===== src/rtl/sec_cfg_pkg.sv =====
// Package: shared encodings for the secure configuration load gate.
// Assumes the port and key-operation codes are fixed by the surrounding loader.
package sec_cfg_pkg;

    typedef enum logic [1:0] {
        PORT_PAR  = 2'd0,
        PORT_ASER = 2'd1,
        PORT_PSER = 2'd2,
        PORT_JTAG = 2'd3
    } cfg_port_e;

    typedef enum logic [1:0] {
        MODE_NOKEY  = 2'd0,
        MODE_VOL    = 2'd1,
        MODE_NV     = 2'd2,
        MODE_LOCKED = 2'd3
    } key_mode_e;

    typedef enum logic [2:0] {
        KOP_VOL_SET  = 3'd0,
        KOP_VOL_CLR  = 3'd1,
        KOP_NV_SET   = 3'd2,
        KOP_LOCK_SET = 3'd3,
        KOP_LOCK_CLR = 3'd4
    } key_op_e;

    typedef struct packed {
        logic accept;
        logic test;
        logic dec;
        logic dcmp;
        logic x4;
    } verdict_t;

endpackage


===== src/rtl/key_vault.sv =====
// Key vault: holds the volatile key, the write-once non-volatile key and the
// one-way tamper lock. Illegal operations are dropped and set a sticky flag.
// Assumes a zero key value means "no key"; key bits never leave this module.
module key_vault
    import sec_cfg_pkg::*;
#(
    parameter int KEY_W = 256
) (
    input  logic             clk,
    input  logic             rst_n,
    input  logic             wr_valid,
    input  logic [2:0]       wr_op,
    input  logic [KEY_W-1:0] wr_data,
    output key_mode_e        mode_o,
    output logic             present_o,
    output logic             locked_o,
    output logic             viol_o
);

    logic [KEY_W-1:0] vol_q;
    logic [KEY_W-1:0] nv_q;
    logic             lock_q;
    logic             viol_q;
    logic             vol_set;
    logic             nv_set;
    logic             wr_zero;

    assign vol_set = |vol_q;
    assign nv_set  = |nv_q;
    assign wr_zero = ~|wr_data;

    // Apply key operations, dropping illegal ones and flagging them.
    always_ff @(posedge clk) begin
        if (!rst_n) begin
            vol_q  <= '0;
            nv_q   <= '0;
            lock_q <= 1'b0;
            viol_q <= 1'b0;
        end else if (wr_valid) begin
            case (key_op_e'(wr_op))
                KOP_VOL_SET: vol_q <= wr_data;
                KOP_VOL_CLR: vol_q <= '0;
                KOP_NV_SET: begin
                    if (nv_set || wr_zero) viol_q <= 1'b1;
                    else                   nv_q   <= wr_data;
                end
                KOP_LOCK_SET: begin
                    if (!nv_set) viol_q <= 1'b1;
                    else         lock_q <= 1'b1;
                end
                KOP_LOCK_CLR: viol_q <= 1'b1;
                default: ;
            endcase
        end
    end

    // Resolve the effective key mode with the lock taking precedence.
    always_comb begin
        if (lock_q)       mode_o = MODE_LOCKED;
        else if (nv_set)  mode_o = MODE_NV;
        else if (vol_set) mode_o = MODE_VOL;
        else              mode_o = MODE_NOKEY;
    end

    assign present_o = vol_set | nv_set;
    assign locked_o  = lock_q;
    assign viol_o    = viol_q;

    assert_lock_sticky_R9: assert property (@(posedge clk) disable iff (!rst_n)
        lock_q |=> lock_q);

    assert_nv_frozen_R8: assert property (@(posedge clk) disable iff (!rst_n)
        nv_set |=> $stable(nv_q));

    assert_viol_sticky_R8: assert property (@(posedge clk) disable iff (!rst_n)
        viol_q |=> viol_q);

    assert_lock_needs_nv_R9: assert property (@(posedge clk) disable iff (!rst_n)
        $rose(lock_q) |-> $past(nv_set));

endmodule


===== src/rtl/load_policy.sv =====
// Load policy: purely combinational verdict for one load request from the key
// mode, the header flags and the port. Assumes inputs are stable when sampled.
module load_policy
    import sec_cfg_pkg::*;
(
    input  key_mode_e mode_i,
    input  logic      enc_i,
    input  logic      cmp_i,
    input  logic [1:0] port_i,
    output verdict_t  verdict_o
);

    logic is_jtag;
    logic acc;

    assign is_jtag = (cfg_port_e'(port_i) == PORT_JTAG);

    // Decide acceptance per key mode.
    always_comb begin
        case (mode_i)
            MODE_NOKEY:  acc = !enc_i;
            MODE_LOCKED: acc = enc_i && !is_jtag;
            default:     acc = !(enc_i && is_jtag);
        endcase
    end

    // Derive the per-load indications from the verdict.
    always_comb begin
        verdict_o.accept = acc;
        verdict_o.test   = acc && !enc_i && (mode_i == MODE_VOL || mode_i == MODE_NV);
        verdict_o.dec    = acc && enc_i;
        verdict_o.dcmp   = acc && cmp_i;
        verdict_o.x4     = acc && enc_i && (cfg_port_e'(port_i) == PORT_PAR);
    end

    // Guard the two port-level bans next to the verdict.
    always_comb begin
        if (verdict_o.accept && enc_i)
            assert_no_jtag_enc_R3: assert (!is_jtag);
        if (verdict_o.accept && mode_i == MODE_LOCKED)
            assert_locked_enc_only_R4: assert (enc_i);
    end

endmodule


===== src/rtl/load_sequencer.sv =====
// Load sequencer: registers the verdict, tracks the load through to done or
// rejected and produces the decrypt-then-decompress strobes per data word.
// Assumes load_req may restart a load at any time.
module load_sequencer
    import sec_cfg_pkg::*;
(
    input  logic     clk,
    input  logic     rst_n,
    input  logic     load_req,
    input  logic     load_end,
    input  logic     data_valid,
    input  verdict_t verdict_i,
    output logic     ok_o,
    output logic     bad_o,
    output logic     test_o,
    output logic     dec_en_o,
    output logic     dcmp_en_o,
    output logic     x4_o,
    output logic     dec_stb_o,
    output logic     dcmp_stb_o,
    output logic     done_o
);

    typedef enum logic [1:0] {SQ_IDLE, SQ_LOAD, SQ_DONE, SQ_REJ} sq_state_e;

    sq_state_e state_q;
    logic      ok_q, bad_q, test_q, dpath_q, cmp_q, x4_q;
    logic      dstb_q, cstb_q;
    logic      in_load;

    assign in_load = (state_q == SQ_LOAD);

    // Track the load state and latch the verdict at each request.
    always_ff @(posedge clk) begin
        if (!rst_n) begin
            state_q <= SQ_IDLE;
            ok_q    <= 1'b0;
            bad_q   <= 1'b0;
            test_q  <= 1'b0;
            dpath_q <= 1'b0;
            cmp_q   <= 1'b0;
            x4_q    <= 1'b0;
        end else begin
            ok_q  <= 1'b0;
            bad_q <= 1'b0;
            if (load_req) begin
                state_q <= verdict_i.accept ? SQ_LOAD : SQ_REJ;
                ok_q    <= verdict_i.accept;
                bad_q   <= !verdict_i.accept;
                test_q  <= verdict_i.test;
                dpath_q <= verdict_i.dec;
                cmp_q   <= verdict_i.dcmp;
                x4_q    <= verdict_i.x4;
            end else if (in_load && load_end) begin
                state_q <= SQ_DONE;
            end
        end
    end

    // Pipe each word through the decrypt stage before the decompress stage.
    always_ff @(posedge clk) begin
        if (!rst_n) begin
            dstb_q <= 1'b0;
            cstb_q <= 1'b0;
        end else begin
            dstb_q <= in_load && data_valid && dpath_q;
            cstb_q <= dstb_q || (in_load && data_valid && !dpath_q);
        end
    end

    assign ok_o       = ok_q;
    assign bad_o      = bad_q;
    assign test_o     = test_q;
    assign dec_en_o   = in_load && dpath_q;
    assign dcmp_en_o  = in_load && cmp_q;
    assign x4_o       = in_load && x4_q;
    assign dec_stb_o  = dstb_q;
    assign dcmp_stb_o = cstb_q;
    assign done_o     = (state_q == SQ_DONE);

    assert_dec_before_dcmp_R6: assert property (@(posedge clk) disable iff (!rst_n)
        dstb_q |=> cstb_q);

    assert_reject_quiet_R10: assert property (@(posedge clk) disable iff (!rst_n)
        bad_q |-> (!done_o && !dec_en_o && !dcmp_en_o && !x4_o));

    assert_verdict_onehot_R11: assert property (@(posedge clk) disable iff (!rst_n)
        $onehot0({ok_q, bad_q}));

    assert_done_needs_end_R11: assert property (@(posedge clk) disable iff (!rst_n)
        $rose(done_o) |-> $past(load_end && in_load));

endmodule


===== src/rtl/secure_cfg_gate.sv =====
// Secure configuration load gate: top level joining the key vault, the load
// policy and the load sequencer. Assumes one clock domain and a single loader.
module secure_cfg_gate
    import sec_cfg_pkg::*;
#(
    parameter int KEY_W = 256
) (
    input  logic             clk,
    input  logic             rst_n,
    input  logic             kw_valid,
    input  logic [2:0]       kw_op,
    input  logic [KEY_W-1:0] kw_data,
    input  logic             load_req,
    input  logic             hdr_enc,
    input  logic             hdr_cmp,
    input  logic [1:0]       port_sel,
    input  logic             data_valid,
    input  logic             load_end,
    output logic             load_ok,
    output logic             load_bad,
    output logic             test_load,
    output logic             dec_en,
    output logic             dcmp_en,
    output logic             clk_x4,
    output logic             dec_stb,
    output logic             dcmp_stb,
    output logic             cfg_done,
    output logic             key_present,
    output logic             tamper_locked,
    output logic             violation
);

    key_mode_e mode;
    verdict_t  verdict;

    key_vault #(.KEY_W(KEY_W)) u_vault (
        .clk       (clk),
        .rst_n     (rst_n),
        .wr_valid  (kw_valid),
        .wr_op     (kw_op),
        .wr_data   (kw_data),
        .mode_o    (mode),
        .present_o (key_present),
        .locked_o  (tamper_locked),
        .viol_o    (violation)
    );

    load_policy u_policy (
        .mode_i    (mode),
        .enc_i     (hdr_enc),
        .cmp_i     (hdr_cmp),
        .port_i    (port_sel),
        .verdict_o (verdict)
    );

    load_sequencer u_seq (
        .clk        (clk),
        .rst_n      (rst_n),
        .load_req   (load_req),
        .load_end   (load_end),
        .data_valid (data_valid),
        .verdict_i  (verdict),
        .ok_o       (load_ok),
        .bad_o      (load_bad),
        .test_o     (test_load),
        .dec_en_o   (dec_en),
        .dcmp_en_o  (dcmp_en),
        .x4_o       (clk_x4),
        .dec_stb_o  (dec_stb),
        .dcmp_stb_o (dcmp_stb),
        .done_o     (cfg_done)
    );

endmodule


===== config.mk =====
export PLATFORM = sky130hd
export DESIGN_NAME = secure_cfg_gate
export DESIGN_NICKNAME = d
export VERILOG_FILES = /design/src/rtl/sec_cfg_pkg.sv /design/src/rtl/key_vault.sv /design/src/rtl/load_policy.sv /design/src/rtl/load_sequencer.sv /design/src/rtl/secure_cfg_gate.sv
export SDC_FILE = /design/constraint.sdc
export NUM_CORES = 1
export LEC_CHECK = 0
export BUFFER_PORTS_ARGS = -buffer_cell sky130_fd_sc_hd__buf_4
export CAP_MARGIN = 20
export CORE_MARGIN = 4
export CORE_UTILIZATION = 43
export DETAILED_ROUTE_END_ITERATION = 7
export PLACE_DENSITY = 0.68
export REMOVE_ABC_BUFFERS = 1
export SLEW_MARGIN = 20
export SYNTH_ARGS = -nofsm -noshare
export SYNTH_HDL_FRONTEND = slang
export SYNTH_SLANG_ARGS = --single-unit

===== constraint.sdc =====
create_clock -name clk -period 2.3 [get_ports clk]
set_input_delay 0.46 -clock clk [delete_from_list [all_inputs] [get_ports clk]]
set_output_delay 0.46 -clock clk [all_outputs]
set_load 0.05 [all_outputs]

==> results of run 1 <==
[report_power, final]
group          total (mW)  switching, mW  internal, mW
clock                8.39           3.61          4.78
sequential           11.8           1.16          10.6
combinational        22.3           10.4          11.9
total                42.5           15.1          27.4
[worst min path at each step]
| stage | from | to | cells past startpoint | slack, ns |
|---|---|---|---|---|
| 3_3_place_gp | u_vault.vol_q[164] | u_vault.vol_q[164] | 2 | 0.45 |
| 2_1_floorplan | u_vault.vol_q[101] | u_vault.vol_q[101] | 2 | 0.44 |
| 5_1_grt | data_valid | u_seq.dec_stb_o | 2 | 0.12 |
| 6_report | data_valid | u_seq.dec_stb_o | 2 | 0.11 |
| 4_1_cts | data_valid | u_seq.dec_stb_o | 2 | 0.08 |
| 3_5_place_dp | u_vault.vol_q[138] | u_vault.vol_q[138] | 2 | 0.45 |
[timing repair]
| item | in CTS | in global routing |
|---|---|---|
| pin swaps | 94 | 186 |
| setup endpoints to repair | 266 | 266 |
| cloned | 31 | 10 |
| gates resized for setup | 214 | 275 |
| buffers inserted | 34 | 14 |
[final cells by class]
type / count / area [sq um] / share of cell area
clock inverter: 8 / 55.1 / 0.00176
clock buffer: 87 / 1620 / 0.0517
sequential: 524 / 10500 / 0.335
timing repair buffer: 783 / 7010 / 0.224
inverter: 7 / 26.3 / 0.000840
multi-input combinational: 1589 / 11300 / 0.362
tap: 615 / 769 / 0.0246
[routing by layer]
metal,vias up,GRT usage,wire (um)
li1,9483,-,-
met1,9722,0.329,30500
met2,651,0.433,35800
met3,130,0.0364,4080
met4,0,0.0747,1770
met5,-,0,0
[flip-flops by register name (all words and copies together), names as in the netlist]
signal and count:
u_seq.ok_o 1, u_seq.test_o 1, u_seq.dpath_q 1, u_vault.viol_o 1
u_seq.cmp_q 1, u_seq.bad_o 1, u_seq.x4_q 1, u_vault.vol_q 256
u_seq.dec_stb_o 1, u_seq.state_q 2, u_seq.dcmp_stb_o 1, u_vault.locked_o 1
u_vault.nv_q 256
[per-stage QoR]
stage | TNS, ns | util | setup WS (ns) | area (sq um) | std cells
2_1_floorplan | -4209.53 | - | -11.17 | 20100 | 2120
3_3_place_gp | -378.54 | 0.553 | -1.53 | 26500 | 3452
3_5_place_dp | -399.42 | 0.553 | -1.60 | 26500 | 3452
4_1_cts | -163.52 | 0.629 | -0.963 | 30200 | 3610
5_1_grt | -236.88 | 0.653 | -1.11 | 31300 | 3613
6_report | -190.89 | 0.653 | -0.969 | 31300 | 3613
[logic make-up after synthesis]
group                    after synthesis  share of synthesized area
AO/OA/AOI/OAI                        527                      0.157
flip-flops                           524                      0.500
adder cells (fa/ha/maj)                2                    0.00119
AND/OR/NAND/NOR                     1060                      0.300
buffers and inverters                179                     0.0416
[cell usage after synthesis, types with 2 or more instances]
| cell type | count |
|---|---|
| sky130_fd_sc_hd__nor3_1 | 2 |
| sky130_fd_sc_hd__nand2_1 | 262 |
| sky130_fd_sc_hd__dfxtp_1 | 524 |
| sky130_fd_sc_hd__and3_1 | 2 |
| sky130_fd_sc_hd__a21oi_1 | 260 |
| sky130_fd_sc_hd__nand3_1 | 2 |
| sky130_fd_sc_hd__buf_6 | 26 |
| sky130_fd_sc_hd__a21boi_0 | 258 |
| sky130_fd_sc_hd__a31oi_1 | 2 |
| sky130_fd_sc_hd__clkbuf_1 | 138 |
| sky130_fd_sc_hd__or2_2 | 2 |
| sky130_fd_sc_hd__nand4_1 | 51 |
| sky130_fd_sc_hd__inv_1 | 7 |
| sky130_fd_sc_hd__nor2b_1 | 262 |
| sky130_fd_sc_hd__nor2_1 | 5 |
| sky130_fd_sc_hd__nor4_1 | 204 |
| sky130_fd_sc_hd__o21ai_0 | 2 |
| sky130_fd_sc_hd__and2_1 | 5 |
| sky130_fd_sc_hd__nand3b_1 | 256 |
| sky130_fd_sc_hd__nand2b_1 | 4 |
| sky130_fd_sc_hd__buf_1 | 6 |
| sky130_fd_sc_hd__ha_1 | 2 |
==> run_results.csv, run 1 <==
group,metric,value,unit
yosys,synthDominantAreaCellType,"sky130_fd_sc_hd__dfxtp_1",
setup_path,crit-reg2reg-launch,"u_vault.nv_q[56]",
clocking,clk_pin_slew,0.06,ns
route,drtPass1Iterations,7,
cells_and_area,area_growth,49.2,%
clocking,cts_buf_count,55,
job,drv.max_cap_violation_count,0,
pwr,pwr_density_cell,1360,nW/um^2
clocking,clock_path_buffers,3,
cells_and_area,number_of_fill_cells,3726,
setup_path,worstPathRequired,1.84,ns
pwr,power.leakage,11.7,nW
floorplan,die_height,229,um
clocking,clock_latency_at_the_later_pin_of_the_worst_skew_pair,0.61,ns
yosys,per_instance_average_area_after_synthesis,9.15,sq um
yosys,yosys.cell_types.count,32,
setup_path,worst_r2r_path_depth,16,
cells_and_area,most_frequent_cells_in_the_layout,"sky130_fd_sc_hd__buf_4, sky130_fd_sc_hd__dfxtp_1, sky130_fd_sc_hd__nand2_1, sky130_fd_sc_hd__nor2b_1",
floorplan,fp.coreArea,47900,sq um
sta,worst_case_clock_skew,0.0219,ns
cells_and_area,final_common_cell,"sky130_fd_sc_hd__buf_4",
route,post_route_antenna_net_violation_count,0,
sta,slew_headroom,0.603,
yosys,synth-edff-count,0,
route,drt_iter0_markers,1412,
yosys,postSynthRegisterBits,524,
yosys,number_of_warning_messages_in_the_yosys_log,0,
grt,via_count_of_the_first_global_routing_pass,20001,
setup_path,critical_path.max_stage_delay,0.39,ns
setup_path,critical_path.n_buffers_inverters,3,
floorplan,std_cell_rows,80,
setup_path,timing.critical_path.fanout_max,2,
clocking,clock_sinks,524,
yosys,synth_sequential_area_ratio,0.500,
grt,grt_pass1_wl,108000,um
setup_path,r2r_end,"u_seq.ok_o",
min_path,holdCritPathClass,"in2reg",
floorplan,die-area,52400,sq um
outcome,failed_checks,"setup timing",
placed_design,globalplace.congestion,0.838,
pwr,finalPower,42.5,mW
setup_path,timing_worst_setup_path_type,"reg2out",
route,detailed_route_vias_per_instance,5.53,
sta,finalCritPeriodShare,1.42,
outcome,outcome,"finished with violations",
setup_path,path_delay_family,"simple AND/OR/NAND/NOR gates",
clocking,cts_max_level,2,
sta,worst_pin_slew,0.595,ns
grt,global_route.usage.total,0.252,
setup_path,critical_path.startpoint,"u_vault.nv_q[56]",
setup_path,crit_chain,"nor4_4, nand4_1, nor4_4, buf_4, nand4_1, buf_4, or2_4, buf_6",
yosys,top_post_synthesis_cells_by_area,"sky130_fd_sc_hd__dfxtp_1, sky130_fd_sc_hd__a21boi_0, sky130_fd_sc_hd__nand3b_1, sky130_fd_sc_hd__nor2b_1, sky130_fd_sc_hd__a21oi_1",
clocking,holdBufCountCts,0,
yosys,asyncSetResetFlopFracSynth,0,
grt,maximum_number_of_pins_on_one_net_before_global_route_repair,148,
setup_path,start_kind,"flop",
sta,fin_crit_period,3.27,ns
route,postRouteWirelength,72200,um
setup_path,crit_arrival,2.81,ns
clocking,clock-root-buffer,"sky130_fd_sc_hd__clkbuf_16",
sta,finalHoldWorstSlack,0.107,ns
sta,slew_viol_final,0,
yosys,netlist_area,21000,sq um
route,via_count,19986,
cells_and_area,antenna_cells_inserted,0,
setup_path,worstSetupPathDepth,8,
setup_path,end_kind,"output pin",
yosys,synthCells,2292,
yosys,synthFlopType,"sky130_fd_sc_hd__dfxtp_1",
sta,report.final.setup_viol,266,
clocking,tritoncts,"yes",
sta,rsz0062_at_grt,"true",
setup_path,critical_path.slowest_cell,"sky130_fd_sc_hd__nor4_4",
sta,fin_ws,-0.969,ns
route,post_drt_wl_per_cell,20.0,um
floorplan,chipWidth,229,um
cells_and_area,net_count_final,3231,
setup_path,r2r_setup_slack,-0.93,ns
setup_path,worst_setup_path_endpoint,"key_present",
placed_design,dp.final_hpwl,43500,um
sta,hold_viol,0,
yosys,synthDominantCellAreaShare,0.500,
sta,clock.fmax,306,MHz
grt,grt_remaining_overflow,0,
pwr,ir_drop,0.00194,V
floorplan,floorplan.io_pins,281,
placed_design,io_buffer_count,280,
grt,antenna_violations_before_repair,1,
cells_and_area,share_of_post_route_cells_with_drive_strength_above_1,0.389,
floorplan,start_util,0.438,
route,drc,0,
Note: power is estimated with default switching activity, not from simulation.
==> inputs of run 2 (changes only) <==
--- a/config.mk
+++ b/config.mk
@@ -15,4 +15,5 @@
 export SLEW_MARGIN = 20
 export SYNTH_ARGS = -nofsm -noshare
 export SYNTH_HDL_FRONTEND = slang
+export SYNTH_HIERARCHICAL = 1
 export SYNTH_SLANG_ARGS = --single-unit
==> run 2 against run 1 <==
The flow still finishes with violations (setup timing). Final cell count down 8.3%. Core utilization decreased by 3.4 points. Total power fell by 17%. Final area is 7.8% lower. Synthesized area is 2.9% lower. Critical endpoint unchanged.
==> run_results.csv, run 2 <==
group,metric,value,unit
route,via_count,18698,
yosys,top_post_synthesis_cells_by_area,"sky130_fd_sc_hd__dfxtp_1, sky130_fd_sc_hd__a22o_1, sky130_fd_sc_hd__a21boi_0, sky130_fd_sc_hd__nand3b_1, sky130_fd_sc_hd__nor4_1",
sta,fin_ws,-1.09,ns
yosys,synthMostInstantiatedCell,"sky130_fd_sc_hd__dfxtp_1",
setup_path,end_kind,"output pin",
grt,maximum_number_of_pins_on_one_net_before_global_route_repair,260,
clocking,clock_path_buffers,3,
placed_design,dpl-instance-area,25700,sq um
grt,grt_remaining_overflow,0,
pwr,pwr_density_cell,1220,nW/um^2
sta,slew_headroom,0.377,
sta,finalCritPeriodShare,1.47,
yosys,per_instance_average_area_after_synthesis,10.0,sq um
clocking,clk_pin_slew,0.06,ns
setup_path,r2r_setup_slack,-0.82,ns
grt,via_count_of_the_first_global_routing_pass,18672,
floorplan,floorplan.io_pins,281,
clocking,clock_sinks,524,
floorplan,chipWidth,226,um
setup_path,worstPathRequired,1.84,ns
pwr,ir_drop,0.00122,V
sta,report.final.setup_viol,266,
setup_path,crit-reg2reg-launch,"u_vault/nv_q[221]",
placed_design,globalplace.congestion,0.850,
route,detailed_route_vias_per_instance,5.64,
route,detail_route.wirelength.met1,28900,um
route,postRouteWirelength,66000,um
yosys,synthDominantCellAreaShare,0.515,
yosys,synthFlopType,"sky130_fd_sc_hd__dfxtp_1",
yosys,synth.top_cells.by_count,"sky130_fd_sc_hd__dfxtp_1, sky130_fd_sc_hd__nand2_1, sky130_fd_sc_hd__a21boi_0, sky130_fd_sc_hd__a22o_1, sky130_fd_sc_hd__nand3b_1",
placed_design,dp_slack,-0.997,ns
floorplan,fp.coreArea,46700,sq um
floorplan,start_util,0.437,
min_path,holdCritPathClass,"in2reg",
floorplan,die_height,226,um
yosys,number_of_warning_messages_in_the_yosys_log,6,
route,top_layer,"met5",
cells_and_area,net_count_final,2931,
yosys,synth-edff-count,0,
cells_and_area,final_design_area_no_fill,28900,sq um
pwr,finalPower,35.2,mW
route,post_drt_wl_per_cell,19.9,um
setup_path,timing.critical_path.fanout_max,3,
sta,finalHoldWorstSlack,0.106,ns
clocking,clock_latency_at_the_later_pin_of_the_worst_skew_pair,0.60,ns
floorplan,die-area,50900,sq um
yosys,postSynthRegisterBits,524,
grt,grt_pass1_wl,100000,um
pwr,p_sw_frac,0.330,
job,drv.max_cap_violation_count,0,
floorplan,std_cell_rows,79,
cells_and_area,area_growth,41.6,%
yosys,netlist_area,20400,sq um
setup_path,crit_arrival,2.93,ns
yosys,asyncSetResetFlopFracSynth,0,
route,drt_iter0_markers,1594,
cells_and_area,largest_registers_in_the_final_layout,"u_vault/nv_q (256), u_vault/vol_q (256), u_seq/state_q (2)",
clocking,holdBufCountCts,0,
route,met3_length,3790,um
sta,worst_case_clock_skew,0.0220,ns
sta,setup_total_negative_slack,-189.72,ns
placed_design,io_buffer_count,280,
sta,slew_viol_final,0,
pwr,power_frac_seq,0.321,
pwr,clock_power_share,0.247,
setup_path,timing_worst_setup_path_type,"reg2out",
route,drtPass1Iterations,5,
outcome,failed_checks,"setup timing",
pwr,comb_power_share,0.432,
grt,antenna_violations_before_repair,6,
route,routed-wl-met2,31100,um
yosys,synth_sequential_area_ratio,0.515,
yosys,synthDominantAreaCellType,"sky130_fd_sc_hd__dfxtp_1",
sta,rsz0062_at_grt,"true",
cells_and_area,postLayoutCoreUtil,0.618,
sta,worst_pin_slew,0.935,ns
clocking,clock-root-buffer,"sky130_fd_sc_hd__clkbuf_16",
route,post_route_antenna_net_violation_count,0,
outcome,outcome,"finished with violations",
placed_design,placed_cells_incl_taps,3151,
cells_and_area,share_of_post_route_cells_with_drive_strength_above_1,0.317,
grt,global_route.usage.total,0.243,
pwr,power.leakage,11.5,nW
clocking,cts_max_level,2,
min_path,worstHoldStart,"kw_data[249]",
sta,hold_viol,0,
cells_and_area,final_common_cell,"sky130_fd_sc_hd__buf_4",
clocking,tritoncts,"yes",
yosys,synthCells,2036,
route,drc,0,
yosys,yosys.cell_types.count,37,
cells_and_area,number_of_cells_in_the_finished_layout_apart_from_fillers,3313,
cells_and_area,most_frequent_cells_in_the_layout,"sky130_fd_sc_hd__buf_4, sky130_fd_sc_hd__dfxtp_1, sky130_fd_sc_hd__nand2_1",
setup_path,start_kind,"flop",
placed_design,dp.final_hpwl,41400,um
sta,fin_crit_period,3.39,ns
pwr,p_sw,11.6,mW
pwr,power_report.internal_total,23.6,mW
setup_path,critical_path.startpoint,"u_vault/nv_q[221]",
sta,clock.fmax,295,MHz
clocking,cts_buf_count,54,
-- run 2: changes by cell type after synthesis, sizes merged, moves of 2 or more --
cell and change:
a21boi -2, a21oi -257, a22o +256, and2 -2, mux2i +5, nor2b -251
-- run 2: cell type report --
| type | instances | area [sq um] |
|---|---|---|
| fill | 3804 | 17800 |
| antenna | 5 | 12.5 |
| timing repair buffer | 740 | 6610 |
| clock inverter | 9 | 98.8 |
| multi-input combinational | 1334 | 9190 |
| inverter | 6 | 22.5 |
| tap | 607 | 759 |
| sequential | 524 | 10500 |
| clock buffer | 88 | 1670 |
-- run 2: kinds of logic (layout without fill, tap and decap cells) --
kind of cell | Yosys count | in the layout | share of synthesized area
mux | 5 | 5 | 0.00246
compound gates | 524 | 524 | 0.209
fa+ha+maj | 2 | 2 | 0.00123
other cells | 0 | 5 | 0
simple gates | 803 | 803 | 0.231
buf+inv | 178 | 843 | 0.0421
flops | 524 | 524 | 0.515
-- run 2: path summary, 6_finish.rpt --
check | to | cells after the start
worst max-delay path | key_present | 9
worst min-delay path | u_vault/nv_q[249] | 2
worst max register to register | u_vault/nv_q[92] | 15
worst min register to register | u_vault/vol_q[206] | 2
-- run 2: timing repair --
action | CTS | global route
setup buffers | 25 | 11
pin swaps | 37 | 42
cloned | 25 | 10
resized for setup | 60 | 30
endpoints found under the setup margin | 266 | 266
-- run 2: power groups by stage --
stage / clock network (mW) / registers, mW / logic [mW]
after floorplan: 0 / 10.6 / 3.63
after global placement: 0 / 11.4 / 11.5
after detailed placement: 0 / 11.3 / 11.1
after CTS: 8.82 / 11.4 / 14.4
after global routing: 9.23 / 11.1 / 14.1
final: 8.69 / 11.3 / 15.2
-- run 2: worst max-delay path, cell delays in order (launching register included) --
cell                      delay [ns]
sky130_fd_sc_hd__dfxtp_1        0.32
sky130_fd_sc_hd__nor4_1         0.36
sky130_fd_sc_hd__buf_4          0.18
sky130_fd_sc_hd__nand4_1        0.09
sky130_fd_sc_hd__nor4_1         0.47
sky130_fd_sc_hd__buf_4          0.20
sky130_fd_sc_hd__nand4_1        0.16
sky130_fd_sc_hd__buf_4          0.18
sky130_fd_sc_hd__or2_4          0.23
sky130_fd_sc_hd__buf_8          0.15
-- run 2: layer usage --
layer  vias to the layer above  track usage
met4                         4       0.0830
met1                      9081        0.329
met5                         -            0
li1                       8891            -
met3                       132       0.0391
met2                       590        0.399
